[src/rtl/cfg_hdr_pkg.sv]
// Package: constants shared by the configuration header block.
// Assumes a 64-byte header made of 32-bit DWORDs.
package cfg_hdr_pkg;
    localparam int HDR_BYTES = 64;
    localparam int NUM_DW    = HDR_BYTES / 4;
    localparam int IDX_W     = $clog2(NUM_DW);

    localparam logic [3:0] CMD_CFG_RD = 4'b1010;
    localparam logic [3:0] CMD_CFG_WR = 4'b1011;

    localparam int DW_IDENT   = 0;
    localparam int DW_CTLSTAT = 1;
    localparam int DW_CLASS   = 2;
    localparam int DW_TIMING  = 3;
    localparam int DW_BAR0    = 4;
    localparam int DW_BAR1    = 5;
    localparam int DW_SUBSYS  = 11;
    localparam int DW_INTR    = 15;

    localparam int ST_DPR  = 8;
    localparam int ST_TABT = 12;
    localparam int ST_MABT = 13;
    localparam int ST_SERR = 14;
    localparam int ST_DPE  = 15;
    localparam logic [15:0] STAT_W1C   = 16'hF100;
    localparam logic [15:0] STAT_FIXED = 16'h0400;

    localparam logic [7:0] HDR_TYPE = 8'h00;
    localparam logic [7:0] INT_PIN  = 8'h01;
    localparam logic [7:0] MIN_GNT  = 8'h10;
    localparam logic [7:0] MAX_LAT  = 8'h00;
endpackage

[src/rtl/cfg_access_dec.sv]
// Request decoder: it claims configuration reads and writes that arrive
// with the chip select high, and turns a claimed write into a one-hot DWORD
// select and a per-lane write enable.
// Assumes the request fields are stable whenever acc_valid is high.
module cfg_access_dec
    import cfg_hdr_pkg::*;
(
    input  logic              acc_valid,
    input  logic              acc_idsel,
    input  logic [3:0]        acc_cmd,
    input  logic [IDX_W-1:0]  acc_idx,
    input  logic [3:0]        acc_be_n,
    output logic              claim,
    output logic              rd_hit,
    output logic [NUM_DW-1:0] wr_dw,
    output logic [3:0]        lane_we
);
    logic wr_hit;

    // Qualify the request with the chip select and the command code.
    always_comb begin
        rd_hit = acc_valid && acc_idsel && (acc_cmd == CMD_CFG_RD);
        wr_hit = acc_valid && acc_idsel && (acc_cmd == CMD_CFG_WR);
        claim  = rd_hit || wr_hit;
    end

    // One select line per DWORD, built by a generate loop.
    for (genvar d = 0; d < NUM_DW; d++) begin : g_dwsel
        assign wr_dw[d] = wr_hit && (acc_idx == IDX_W'(d));
    end

    // Byte enables are active low; a lane is written only on a claimed write.
    assign lane_we = wr_hit ? ~acc_be_n : 4'b0000;
endmodule

[src/rtl/cfg_regs.sv]
// Storage for the writable header fields: the command enables, the status
// flags (written one to clear), the latency timer, the BAR fields and the
// interrupt line.
// Assumes each ev_* input is a single-cycle pulse from device logic.
module cfg_regs
    import cfg_hdr_pkg::*;
#(
    parameter int BAR_BITS = 12,
    parameter int NUM_BARS = 2
) (
    input  logic                clk,
    input  logic                rst_n,
    input  logic [NUM_DW-1:0]   wr_dw,
    input  logic [3:0]          lane_we,
    input  logic [31:0]         wdata,
    input  logic                ev_par_rep,
    input  logic                ev_tgt_abort,
    input  logic                ev_mst_abort,
    input  logic                ev_sys_err,
    input  logic                ev_par_det,
    output logic                cmd_mem,
    output logic                cmd_mst,
    output logic                cmd_perr,
    output logic                cmd_serr,
    output logic [15:0]         stat_q,
    output logic [4:0]          lat_q,
    output logic [BAR_BITS-1:0] bar_q [NUM_BARS],
    output logic [7:0]          intln_q
);
    localparam int BAR_LO = 32 - BAR_BITS;

    logic [15:0] stat_clr;
    logic [15:0] stat_set;
    logic        unused_wbits;

    assign unused_wbits = ^wdata;

    // Command enables: lane 0 holds bits 1, 2 and 6; lane 1 holds bit 8.
    always_ff @(posedge clk) begin
        if (!rst_n) begin
            cmd_mem  <= 1'b0;
            cmd_mst  <= 1'b0;
            cmd_perr <= 1'b0;
            cmd_serr <= 1'b0;
        end else if (wr_dw[DW_CTLSTAT]) begin
            if (lane_we[0]) begin
                cmd_mem  <= wdata[1];
                cmd_mst  <= wdata[2];
                cmd_perr <= wdata[6];
            end
            if (lane_we[1]) cmd_serr <= wdata[8];
        end
    end

    // Build the clear mask (write ones, by lane) and the set mask (events).
    always_comb begin
        stat_clr = '0;
        if (wr_dw[DW_CTLSTAT])
            stat_clr = wdata[31:16] & {{8{lane_we[3]}}, {8{lane_we[2]}}} & STAT_W1C;
        stat_set = '0;
        stat_set[ST_DPR]  = ev_par_rep && cmd_perr;
        stat_set[ST_TABT] = ev_tgt_abort;
        stat_set[ST_MABT] = ev_mst_abort;
        stat_set[ST_SERR] = ev_sys_err;
        stat_set[ST_DPE]  = ev_par_det;
    end

    // Status flags: clear first, then set, so a set in the same cycle wins.
    always_ff @(posedge clk) begin
        if (!rst_n) stat_q <= '0;
        else        stat_q <= (stat_q & ~stat_clr) | stat_set;
    end

    // Latency timer: only bits 7:3 of byte lane 1 are stored.
    always_ff @(posedge clk) begin
        if (!rst_n)                               lat_q <= '0;
        else if (wr_dw[DW_TIMING] && lane_we[1])  lat_q <= wdata[15:11];
    end

    // BAR fields: every stored bit follows the enable of its own byte lane.
    for (genvar g = 0; g < NUM_BARS; g++) begin : g_bar
        always_ff @(posedge clk) begin
            if (!rst_n) begin
                bar_q[g] <= '0;
            end else if (wr_dw[DW_BAR0 + g]) begin
                for (int b = 0; b < BAR_BITS; b++) begin
                    if (lane_we[(BAR_LO + b) / 8]) bar_q[g][b] <= wdata[BAR_LO + b];
                end
            end
        end
    end

    // Interrupt line byte in lane 0 of the last DWORD.
    always_ff @(posedge clk) begin
        if (!rst_n)                             intln_q <= 8'hFF;
        else if (wr_dw[DW_INTR] && lane_we[0])  intln_q <= wdata[7:0];
    end

    AST_DPR_NEEDS_ENABLE: assert property (@(posedge clk) disable iff (!rst_n)
        $rose(stat_q[ST_DPR]) |-> $past(cmd_perr));
    AST_CMD_HOLD: assert property (@(posedge clk) disable iff (!rst_n)
        !wr_dw[DW_CTLSTAT] |=> $stable({cmd_mem, cmd_mst, cmd_perr, cmd_serr}));
    AST_STAT_NO_SPURIOUS_SET: assert property (@(posedge clk) disable iff (!rst_n)
        !(ev_par_rep || ev_tgt_abort || ev_mst_abort || ev_sys_err || ev_par_det)
        |=> ((stat_q & ~$past(stat_q)) == 16'h0000));
    AST_BAR0_HOLD: assert property (@(posedge clk) disable iff (!rst_n)
        !wr_dw[DW_BAR0] |=> $stable(bar_q[0]));
    AST_BAR1_HOLD: assert property (@(posedge clk) disable iff (!rst_n)
        !wr_dw[DW_BAR1] |=> $stable(bar_q[1]));
    AST_INTLN_HOLD: assert property (@(posedge clk) disable iff (!rst_n)
        !wr_dw[DW_INTR] |=> $stable(intln_q));
endmodule

[src/rtl/cfg_rd_mux.sv]
// Read path: it selects the addressed DWORD, fills in the fixed fields and
// registers the data and the acknowledge for one cycle.
// Assumes the index is valid whenever rd_hit is high.
module cfg_rd_mux
    import cfg_hdr_pkg::*;
#(
    parameter logic [15:0] VENDOR_ID        = 16'hFACE,
    parameter logic [15:0] DEVICE_ID        = 16'h0001,
    parameter logic [23:0] CLASS_CODE       = 24'hFF0000,
    parameter logic [7:0]  REVISION_ID      = 8'h01,
    parameter logic [15:0] SUBSYS_ID        = 16'h0000,
    parameter logic [15:0] SUBSYS_VENDOR_ID = 16'h0000,
    parameter int          BAR_BITS         = 12,
    parameter int          NUM_BARS         = 2
) (
    input  logic                clk,
    input  logic                rst_n,
    input  logic                claim,
    input  logic                rd_hit,
    input  logic [IDX_W-1:0]    idx,
    input  logic                cmd_mem,
    input  logic                cmd_mst,
    input  logic                cmd_perr,
    input  logic                cmd_serr,
    input  logic [15:0]         stat_q,
    input  logic [4:0]          lat_q,
    input  logic [BAR_BITS-1:0] bar_q [NUM_BARS],
    input  logic [7:0]          intln_q,
    output logic                ack_q,
    output logic [31:0]         rdata_q
);
    localparam int BAR_LO = 32 - BAR_BITS;

    logic [15:0] cmd_word;
    logic [31:0] rd_val;

    // Place the four command bits at their register positions.
    always_comb begin
        cmd_word    = '0;
        cmd_word[1] = cmd_mem;
        cmd_word[2] = cmd_mst;
        cmd_word[6] = cmd_perr;
        cmd_word[8] = cmd_serr;
    end

    // Select the addressed DWORD; unimplemented indices give zero.
    always_comb begin
        rd_val = '0;
        case (int'(idx))
            DW_IDENT:   rd_val = {DEVICE_ID, VENDOR_ID};
            DW_CTLSTAT: rd_val = {stat_q | STAT_FIXED, cmd_word};
            DW_CLASS:   rd_val = {CLASS_CODE, REVISION_ID};
            DW_TIMING:  rd_val = {8'h00, HDR_TYPE, lat_q, 3'b000, 8'h00};
            DW_BAR0:    rd_val = {bar_q[0], {BAR_LO{1'b0}}};
            DW_BAR1:    rd_val = {bar_q[1], {BAR_LO{1'b0}}} | 32'h0000_0001;
            DW_SUBSYS:  rd_val = {SUBSYS_ID, SUBSYS_VENDOR_ID};
            DW_INTR:    rd_val = {MAX_LAT, MIN_GNT, INT_PIN, intln_q};
            default:    rd_val = '0;
        endcase
    end

    // Register the response; the data is zero unless a read was claimed.
    always_ff @(posedge clk) begin
        if (!rst_n) begin
            ack_q   <= 1'b0;
            rdata_q <= '0;
        end else begin
            ack_q   <= claim;
            rdata_q <= rd_hit ? rd_val : '0;
        end
    end

    AST_DATA_ONLY_ON_READ: assert property (@(posedge clk) disable iff (!rst_n)
        !$past(rd_hit) |-> (rdata_q == 32'h0));
    AST_SLOW_TIMING_BITS: assert property (@(posedge clk) disable iff (!rst_n)
        ($past(rd_hit) && ($past(idx) == IDX_W'(DW_CTLSTAT))) |-> (rdata_q[26:25] == 2'b10));
endmodule

[src/rtl/cfg_space_top.sv]
// Top of the configuration header: decoder, register storage and read path.
// Assumes single-cycle requests, and that the events are pulses in the clock domain.
module cfg_space_top
    import cfg_hdr_pkg::*;
#(
    parameter logic [15:0] VENDOR_ID        = 16'hFACE,
    parameter logic [15:0] DEVICE_ID        = 16'h0001,
    parameter logic [23:0] CLASS_CODE       = 24'hFF0000,
    parameter logic [7:0]  REVISION_ID      = 8'h01,
    parameter logic [15:0] SUBSYS_ID        = 16'h0000,
    parameter logic [15:0] SUBSYS_VENDOR_ID = 16'h0000,
    parameter int          BAR_BITS         = 12
) (
    input  logic                clk,
    input  logic                rst_n,
    input  logic                acc_valid,
    input  logic                acc_idsel,
    input  logic [3:0]          acc_cmd,
    input  logic [IDX_W-1:0]    acc_idx,
    input  logic [3:0]          acc_be_n,
    input  logic [31:0]         acc_wdata,
    input  logic                ev_par_rep,
    input  logic                ev_tgt_abort,
    input  logic                ev_mst_abort,
    input  logic                ev_sys_err,
    input  logic                ev_par_det,
    output logic                rsp_ack,
    output logic [31:0]         rsp_rdata,
    output logic                en_mem,
    output logic                en_master,
    output logic                en_perr,
    output logic                en_serr,
    output logic [BAR_BITS-1:0] mem_base,
    output logic [BAR_BITS-1:0] io_base
);
    localparam int NUM_BARS = 2;

    logic                claim;
    logic                rd_hit;
    logic [NUM_DW-1:0]   wr_dw;
    logic [3:0]          lane_we;
    logic [15:0]         stat_q;
    logic [4:0]          lat_q;
    logic [BAR_BITS-1:0] bar_q [NUM_BARS];
    logic [7:0]          intln_q;

    cfg_access_dec u_dec (
        .acc_valid (acc_valid),
        .acc_idsel (acc_idsel),
        .acc_cmd   (acc_cmd),
        .acc_idx   (acc_idx),
        .acc_be_n  (acc_be_n),
        .claim     (claim),
        .rd_hit    (rd_hit),
        .wr_dw     (wr_dw),
        .lane_we   (lane_we)
    );

    cfg_regs #(.BAR_BITS(BAR_BITS), .NUM_BARS(NUM_BARS)) u_regs (
        .clk          (clk),
        .rst_n        (rst_n),
        .wr_dw        (wr_dw),
        .lane_we      (lane_we),
        .wdata        (acc_wdata),
        .ev_par_rep   (ev_par_rep),
        .ev_tgt_abort (ev_tgt_abort),
        .ev_mst_abort (ev_mst_abort),
        .ev_sys_err   (ev_sys_err),
        .ev_par_det   (ev_par_det),
        .cmd_mem      (en_mem),
        .cmd_mst      (en_master),
        .cmd_perr     (en_perr),
        .cmd_serr     (en_serr),
        .stat_q       (stat_q),
        .lat_q        (lat_q),
        .bar_q        (bar_q),
        .intln_q      (intln_q)
    );

    cfg_rd_mux #(
        .VENDOR_ID        (VENDOR_ID),
        .DEVICE_ID        (DEVICE_ID),
        .CLASS_CODE       (CLASS_CODE),
        .REVISION_ID      (REVISION_ID),
        .SUBSYS_ID        (SUBSYS_ID),
        .SUBSYS_VENDOR_ID (SUBSYS_VENDOR_ID),
        .BAR_BITS         (BAR_BITS),
        .NUM_BARS         (NUM_BARS)
    ) u_rd (
        .clk      (clk),
        .rst_n    (rst_n),
        .claim    (claim),
        .rd_hit   (rd_hit),
        .idx      (acc_idx),
        .cmd_mem  (en_mem),
        .cmd_mst  (en_master),
        .cmd_perr (en_perr),
        .cmd_serr (en_serr),
        .stat_q   (stat_q),
        .lat_q    (lat_q),
        .bar_q    (bar_q),
        .intln_q  (intln_q),
        .ack_q    (rsp_ack),
        .rdata_q  (rsp_rdata)
    );

    // Drive the programmed base fields out of the block.
    assign mem_base = bar_q[0];
    assign io_base  = bar_q[1];

    AST_ACK_NEEDS_SELECT: assert property (@(posedge clk) disable iff (!rst_n)
        rsp_ack |-> $past(acc_valid && acc_idsel));
    AST_ACK_NEEDS_CFG_CMD: assert property (@(posedge clk) disable iff (!rst_n)
        rsp_ack |-> ($past(acc_cmd) == CMD_CFG_RD || $past(acc_cmd) == CMD_CFG_WR));
    AST_ACK_ONE_CYCLE: assert property (@(posedge clk) disable iff (!rst_n)
        (acc_valid && acc_idsel && acc_cmd == CMD_CFG_RD) |=> rsp_ack);
endmodule

[config.mk]
export PLATFORM = sky130hd
export DESIGN_NAME = cfg_space_top
export DESIGN_NICKNAME = d
export VERILOG_FILES = /design/src/rtl/cfg_hdr_pkg.sv /design/src/rtl/cfg_access_dec.sv /design/src/rtl/cfg_regs.sv /design/src/rtl/cfg_rd_mux.sv /design/src/rtl/cfg_space_top.sv
export SDC_FILE = /design/constraint.sdc
export NUM_CORES = 1
export LEC_CHECK = 0
export ABC_AREA = 0
export BUFFER_PORTS_ARGS = -buffer_cell sky130_fd_sc_hd__buf_2
export CORE_ASPECT_RATIO = 0.6
export CORE_MARGIN = 8
export CORE_UTILIZATION = 50
export CTS_CLUSTER_DIAMETER = 100
export DETAILED_ROUTE_END_ITERATION = 10
export GPL_TIMING_DRIVEN = 0
export HOLD_SLACK_MARGIN = 0.03
export PLACE_DENSITY = 0.89
export SLEW_MARGIN = 10
export SYNTH_ARGS = -nofsm -noshare
export SYNTH_HDL_FRONTEND = slang
export SYNTH_HIERARCHICAL = 1
export SYNTH_SLANG_ARGS = --single-unit
[constraint.sdc]
create_clock -name clk -period 4.3 [get_ports clk]
set_input_delay 0.43 -clock clk [delete_from_list [all_inputs] [get_ports clk]]
set_output_delay 0.43 -clock clk [all_outputs]
set_load 0.02 [all_outputs]
==> metrics.yaml, run 1 <==
outcome: "finished, final reports clean"
cp-end-kind: "register"
drc: 0
clk-insertion-delay-late_ns: 0.34
setup.reg_to_reg.worst_slack_ns: 3.24
global_route_wire_length_before_repair_um: 17200
layout.nets: 559
critPathKind: "in -> reg"
cts_root_buf: "sky130_fd_sc_hd__clkbuf_16"
max_freq_mhz: 504
portBuffers: 106
cp-start-kind: "input pin"
worst_hold_path_type: "in -> reg"
count_of_standard_cell_rows: 24
wire_per_inst_um: 18.1
drt_first_iter_violations: 335
first_global_vias: 3368
cts_tree: "yes"
hold_path_startpoint: "acc_wdata[29]"
reg_to_reg_endpoint: "u_rd/rdata_q[20]"
r2r.worst_path.cells: 3
antenna-diode-count: 0
clk_pin_slew_worst_paths_ns: 0.06
power_density_over_the_cells_nw_per_um2: 356
ios: 114
timing_hold_violations_final: 0
drt.antenna.violating_nets: 0
die_h_um: 81.7
mostFrequentLayoutCell: "sky130_fd_sc_hd__buf_2"
setup_tns_after_final_layout_ns: 0
power_leakage_nw: 2.07
cts_buffers: 9
timing.hold.ws_ns: 0.319
worst_skew_ns: 0.00343
vias_per_cell: 5.69
grt_max_degree: 14
ir_worst_vdd_mv: 0.202
cts.sink_count: 78
final.fill_count: 594
critical_path.reg2reg.startpoint: "u_regs/bar_q[0]"
worstPathArrival_ns: 2.23
htree_num_levels: 3
floorplan.initialDensity_pct: 50.5
max-clock-path-buffers: 2
vias: 3428
holdPathStages: 2
final_wirelength_um: 10900
most-common-layout-cells: "sky130_fd_sc_hd__buf_2, sky130_fd_sc_hd__dfxtp_1, sky130_fd_sc_hd__a21oi_1, sky130_fd_sc_hd__nand3_1, sky130_fd_sc_hd__a21bo_2"
post_synth_instance_area_um2: 3590
die_w_um: 125
detailed_place_hpwl_um: 8150
worstPathMaxFanout: 10
cts_setup_buffers: 0
synthesis.yosys.warnings: 6
cts.hold.buffers_added: 0
antenna_found_initial: 1
coreArea_um2: 7120
die_outline_area_um2: 10200
groute.usage.overall_pct: 21.3
timing.slew.headroom_pct: 47.6
layout_worst_path_cycle_share_pct: 46.1
average_cell_area_after_synthesis_um2: 9.45
layout_min_cycle_time_ns: 1.98
timing_max_transition_violations_final: 0
report.final.setup_viol: 0
drt_first_pass_iters: 5
rsz_0062_raised_after_global_routing: "no"
grt_remaining_overflow: 0
holdPathEnd: "u_regs/stat_q[13]"
setup.worst_path.start: "acc_cmd[2]"
drive_gt1_share_pct: 41.1
max_cap_viols: 0
cts_resized: 0
synthToLayoutAreaGrowth_pct: 27.7
required_time_worst_endpoint_ns: 4.55
routabilityCongestion: 0.870
timing_worst_slew_pin_value_ns: 0.779
syn_inst: 380
## report_power, final
| group | total, mW | internal (mW) | switching, mW |
|---|---|---|---|
| Combinational | 0.105 | 0.0436 | 0.0614 |
| Sequential | 0.727 | 0.726 | 0.00142 |
| Clock | 0.801 | 0.507 | 0.294 |
| Total | 1.63 | 1.28 | 0.357 |
## layout make-up
cell class	count	area, um2	area share [%]
well taps	91	114	2.48
flip-flops and latches	78	1560	34.1
inverters	7	26.3	0.573
multi-input cells	262	1760	38.3
clock inverters	6	86.3	1.88
plain buffers	42	280	6.11
repair buffers	106	531	11.6
clock buffers	10	229	4.99
## flip-flops by register name, summed over array words and instances (netlist names), 5 cells and up
register / flops
u_rd/rdata_q: 31
u_regs/bar_q: 24
u_regs/intln_q: 8
u_regs/lat_q: 5
u_regs/stat_q: 5
## worst max-delay path by stage
| stage | to | slack [ns] | depth (start not counted) |
|---|---|---|---|
| global placement | u_rd/rdata_q[29] | 2.10 | 8 |
| CTS | u_rd/rdata_q[29] | 2.39 | 8 |
| detailed placement | u_rd/rdata_q[29] | 2.07 | 8 |
| floorplan | u_regs/bar_q[12] | 2.58 | 5 |
| finish | u_rd/rdata_q[29] | 2.32 | 8 |
| global route | u_rd/rdata_q[29] | 2.25 | 8 |
## per-layer routing
layer	wire length, um	track usage, %	up-vias
met5	13	0	-
met4	145	7.84	2
met3	1140	9.59	18
met2	4710	31.5	165
met1	4870	27.0	1627
li1	-	-	1616
## worst max-delay path: stages
cell and delay, ns:
sky130_fd_sc_hd__buf_2 0.12, sky130_fd_sc_hd__nand4b_1 0.30, sky130_fd_sc_hd__nor3_1 0.24, sky130_fd_sc_hd__and2_1 0.15, sky130_fd_sc_hd__clkbuf_1 0.32, sky130_fd_sc_hd__o21ai_2 0.21
sky130_fd_sc_hd__buf_2 0.26, sky130_fd_sc_hd__a21oi_1 0.20
## metrics by stage
stage	cell area [um2]	utilization, %	power (mW)	setup slack, ns	instances
2_1_floorplan	3630	-	0.798	2.58	389
3_3_place_gp	4270	60.0	0.841	2.10	586
3_5_place_dp	4270	60.0	0.844	2.07	586
4_1_cts	4590	64.4	1.64	2.39	602
5_1_grt	4590	64.4	1.68	2.25	602
6_report	4590	64.4	1.63	2.32	602
No activity file was read; power rests on OpenSTA's default activity.
==> run 2, diff against run 1 <==
--- a/config.mk
+++ b/config.mk
@@ -5,16 +5,16 @@
 export SDC_FILE = /design/constraint.sdc
 export NUM_CORES = 1
 export LEC_CHECK = 0
-export ABC_AREA = 0
+export ABC_AREA = 1
 export BUFFER_PORTS_ARGS = -buffer_cell sky130_fd_sc_hd__buf_2
 export CORE_ASPECT_RATIO = 0.6
 export CORE_MARGIN = 8
-export CORE_UTILIZATION = 50
+export CORE_UTILIZATION = 45
 export CTS_CLUSTER_DIAMETER = 100
 export DETAILED_ROUTE_END_ITERATION = 10
 export GPL_TIMING_DRIVEN = 0
 export HOLD_SLACK_MARGIN = 0.03
-export PLACE_DENSITY = 0.89
+export PLACE_DENSITY = 0.86
 export SLEW_MARGIN = 10
 export SYNTH_ARGS = -nofsm -noshare
 export SYNTH_HDL_FRONTEND = slang
==> constraint.sdc (replaced) <==
create_clock -name clk -period 1.8 [get_ports clk]
set_input_delay 0.18 -clock clk [delete_from_list [all_inputs] [get_ports clk]]
set_output_delay 0.18 -clock clk [all_outputs]
set_load 0.02 [all_outputs]
==> run 2 against run 1 <==
  * Die area increased by 1.3%
  * Global-route usage decreased by 2.1 points
  * Hold slack got worse by 0.28 ns
  * Sequential power increased by 140%
  * Non-clock buffer count decreased by 15
  * Clock skew increased by 0.0061 ns
  * Critical path type unchanged
  * Largest cell class is now flip-flops and latches
==> metrics.yaml, run 2 <==
coreArea_um2: 7180  # +0.84%
drt_first_iter_violations: 313  # -6.6%
worst_slack_ns: 0.382  # -1.94 ns
finish.cell_count_without_fillers: 662  # +10%
required_time_worst_endpoint_ns: 2.05  # -2.50 ns
worstPathMaxFanout: 9  # -1
portBuffers: 106  # unchanged
cp-start-kind: "input pin"
layout.nets: 619  # +11%
vias_per_cell: 5.02  # -12%
detailed_place_hpwl_um: 7720  # -5.3%
synthToLayoutAreaGrowth_pct: 30.3
power_density_over_the_cells_nw_per_um2: 913  # +160%
grt_remaining_overflow: 0  # unchanged
reg_top3: "u_rd/rdata_q: 31 flops, u_regs/bar_q: 24 flops, u_regs/intln_q: 8 flops"
power_leakage_nw: 2.20  # +6.1%
wire_per_inst_um: 15.1  # -16%
syn_inst: 440  # +16%
rsz_0062_raised_after_global_routing: "no"
routabilityCongestion: 0.877  # +0.80%
crit_top_cell: "sky130_fd_sc_hd__nand3_1"
die_outline_area_um2: 10400  # +1.3%
synthesis.yosys.warnings: 6  # unchanged
cts_root_buf: "sky130_fd_sc_hd__clkbuf_16"
final_core_util_pct: 59.6  # -4.8 points
timing.slew.headroom_pct: 65.1  # +17 points
dp_worst_setup_slack_ns: 0.0754  # -2.00 ns
most-common-layout-cells: "sky130_fd_sc_hd__buf_2, sky130_fd_sc_hd__nand2_1, sky130_fd_sc_hd__nor2_1, sky130_fd_sc_hd__dfxtp_1, sky130_fd_sc_hd__nand3_1"
antenna-diode-count: 0  # unchanged
clk_pin_slew_worst_paths_ns: 0.05  # about the same
drt_first_pass_iters: 4  # -1
htree_num_levels: 3  # unchanged
clk-insertion-delay-late_ns: 0.34  # about the same
antenna_found_initial: 0  # -1
worst_hold_path_type: "in -> reg"
max-clock-path-buffers: 2  # unchanged
global_route_wire_length_before_repair_um: 15400  # -10%
post_dp_cell_area_um2: 3960  # -7.2%
floorplan.initialDensity_pct: 45.7  # -4.7 points
report.final.setup_viol: 0  # unchanged
mostFrequentLayoutCell: "sky130_fd_sc_hd__buf_2"
cts.hold.buffers_added: 0  # unchanged
layout_worst_path_cycle_share_pct: 78.8
setup_tns_after_final_layout_ns: 0  # unchanged
timing_worst_slew_pin_value_ns: 0.523  # -0.256 ns
grt_max_degree: 14  # unchanged
timing_max_transition_violations_final: 0  # unchanged
outcome: "finished, final reports clean"
layout_min_cycle_time_ns: 1.42
p_total_mw: 3.90  # +140%
worstPathArrival_ns: 1.67  # -0.56 ns
cts_tree: "yes"
first_global_vias: 3168  # -5.9%
groute.usage.overall_pct: 19.2  # -2.1 points
timing_hold_violations_final: 0  # unchanged
cp_slowest_cell: "sky130_fd_sc_hd__nand3_1"
drc: 0  # unchanged
cts.sink_count: 78  # unchanged
regMostFlops: "u_rd/rdata_q"
cp-end-kind: "register"
timing.hold.ws_ns: 0.0418  # -0.277 ns
ios: 114  # unchanged
vias: 3325  # -3.0%
place.detailed.instances: 646  # +10%
critical-path-top-delay-family: "simple AND/OR/NAND/NOR gates"
die_h_um: 82.2  # +0.62%
drive_gt1_share_pct: 29.6  # -11 points
critical_path.max_stage_delay_ns: 0.33  # about the same
max_freq_mhz: 705
average_cell_area_after_synthesis_um2: 7.46  # -21%
cts_setup_buffers: 0  # unchanged
critPathKind: "in -> reg"
setup.reg_to_reg.worst_slack_ns: 1.01  # -2.23 ns
timing.critical_path.cells: "buf_2, nor2_4, nand3_1, nor2_1, nand2_1, inv_1, nand3_1, o21ai_0"
drt.antenna.violating_nets: 0  # unchanged
post_synth_instance_area_um2: 3280  # -8.6%
final_wirelength_um: 10000  # -7.8%
count_of_standard_cell_rows: 24  # unchanged
cts_resized: 0  # unchanged
critical_path.n_buffers_inverters: 2  # -1
max_cap_viols: 0  # unchanged
worst_skew_ns: 0.00953  # +0.00610 ns
layout.cell_area.non_filler_um2: 4280  # -6.7%
ir_worst_vdd_mv: 0.424  # +110%
largest_register_ffs: 31  # unchanged
cts_buffers: 9  # unchanged
die_w_um: 126  # +0.67%
==> run 2: layer usage <==
layer	track usage [%]	wire length [um]	part of all wire (%)	vias up
met2	29.8	4370	44	154
met3	8.21	1090	11	12
met1	23.4	4430	44	1527
li1	-	-	-	1632
met4	8.10	135	1.3	0
met5	0	0	0	-
==> run 2: worst paths after layout <==
path	start	to	cells past startpoint
worst min register to register	u_regs/intln_q[4]	u_rd/rdata_q[4]	2
worst max register to register	u_regs/bar_q[22]	u_rd/rdata_q[30]	4
worst min-delay path	acc_wdata[7]	u_regs/intln_q[7]	3
worst max-delay path	acc_cmd[2]	u_rd/rdata_q[16]	8
==> run 2: layout make-up <==
class / count / area (um2)
clock inverter: 6 / 86.3
clock buffer: 10 / 229
fill: 651 / 2900
buffer: 27 / 205
inverter: 31 / 123
sequential: 78 / 1560
timing repair buffer: 106 / 531
multi-input combinational: 313 / 1430
tap: 91 / 114
==> run 2: worst min-delay path, stage by stage <==
cell and delay (ns):
sky130_fd_sc_hd__buf_2 0.07, sky130_fd_sc_hd__nand2_1 0.04, sky130_fd_sc_hd__nand3_1 0.05
==> run 2: where the power goes <==
| group | internal [mW] | switching, mW | leakage [nW] |
|---|---|---|---|
| combinational | 0.0979 | 0.144 | 1.42 |
| sequential | 1.73 | 0.00456 | 0.630 |
| clock | 1.21 | 0.713 | 0.152 |
| total | 3.04 | 0.862 | 2.20 |
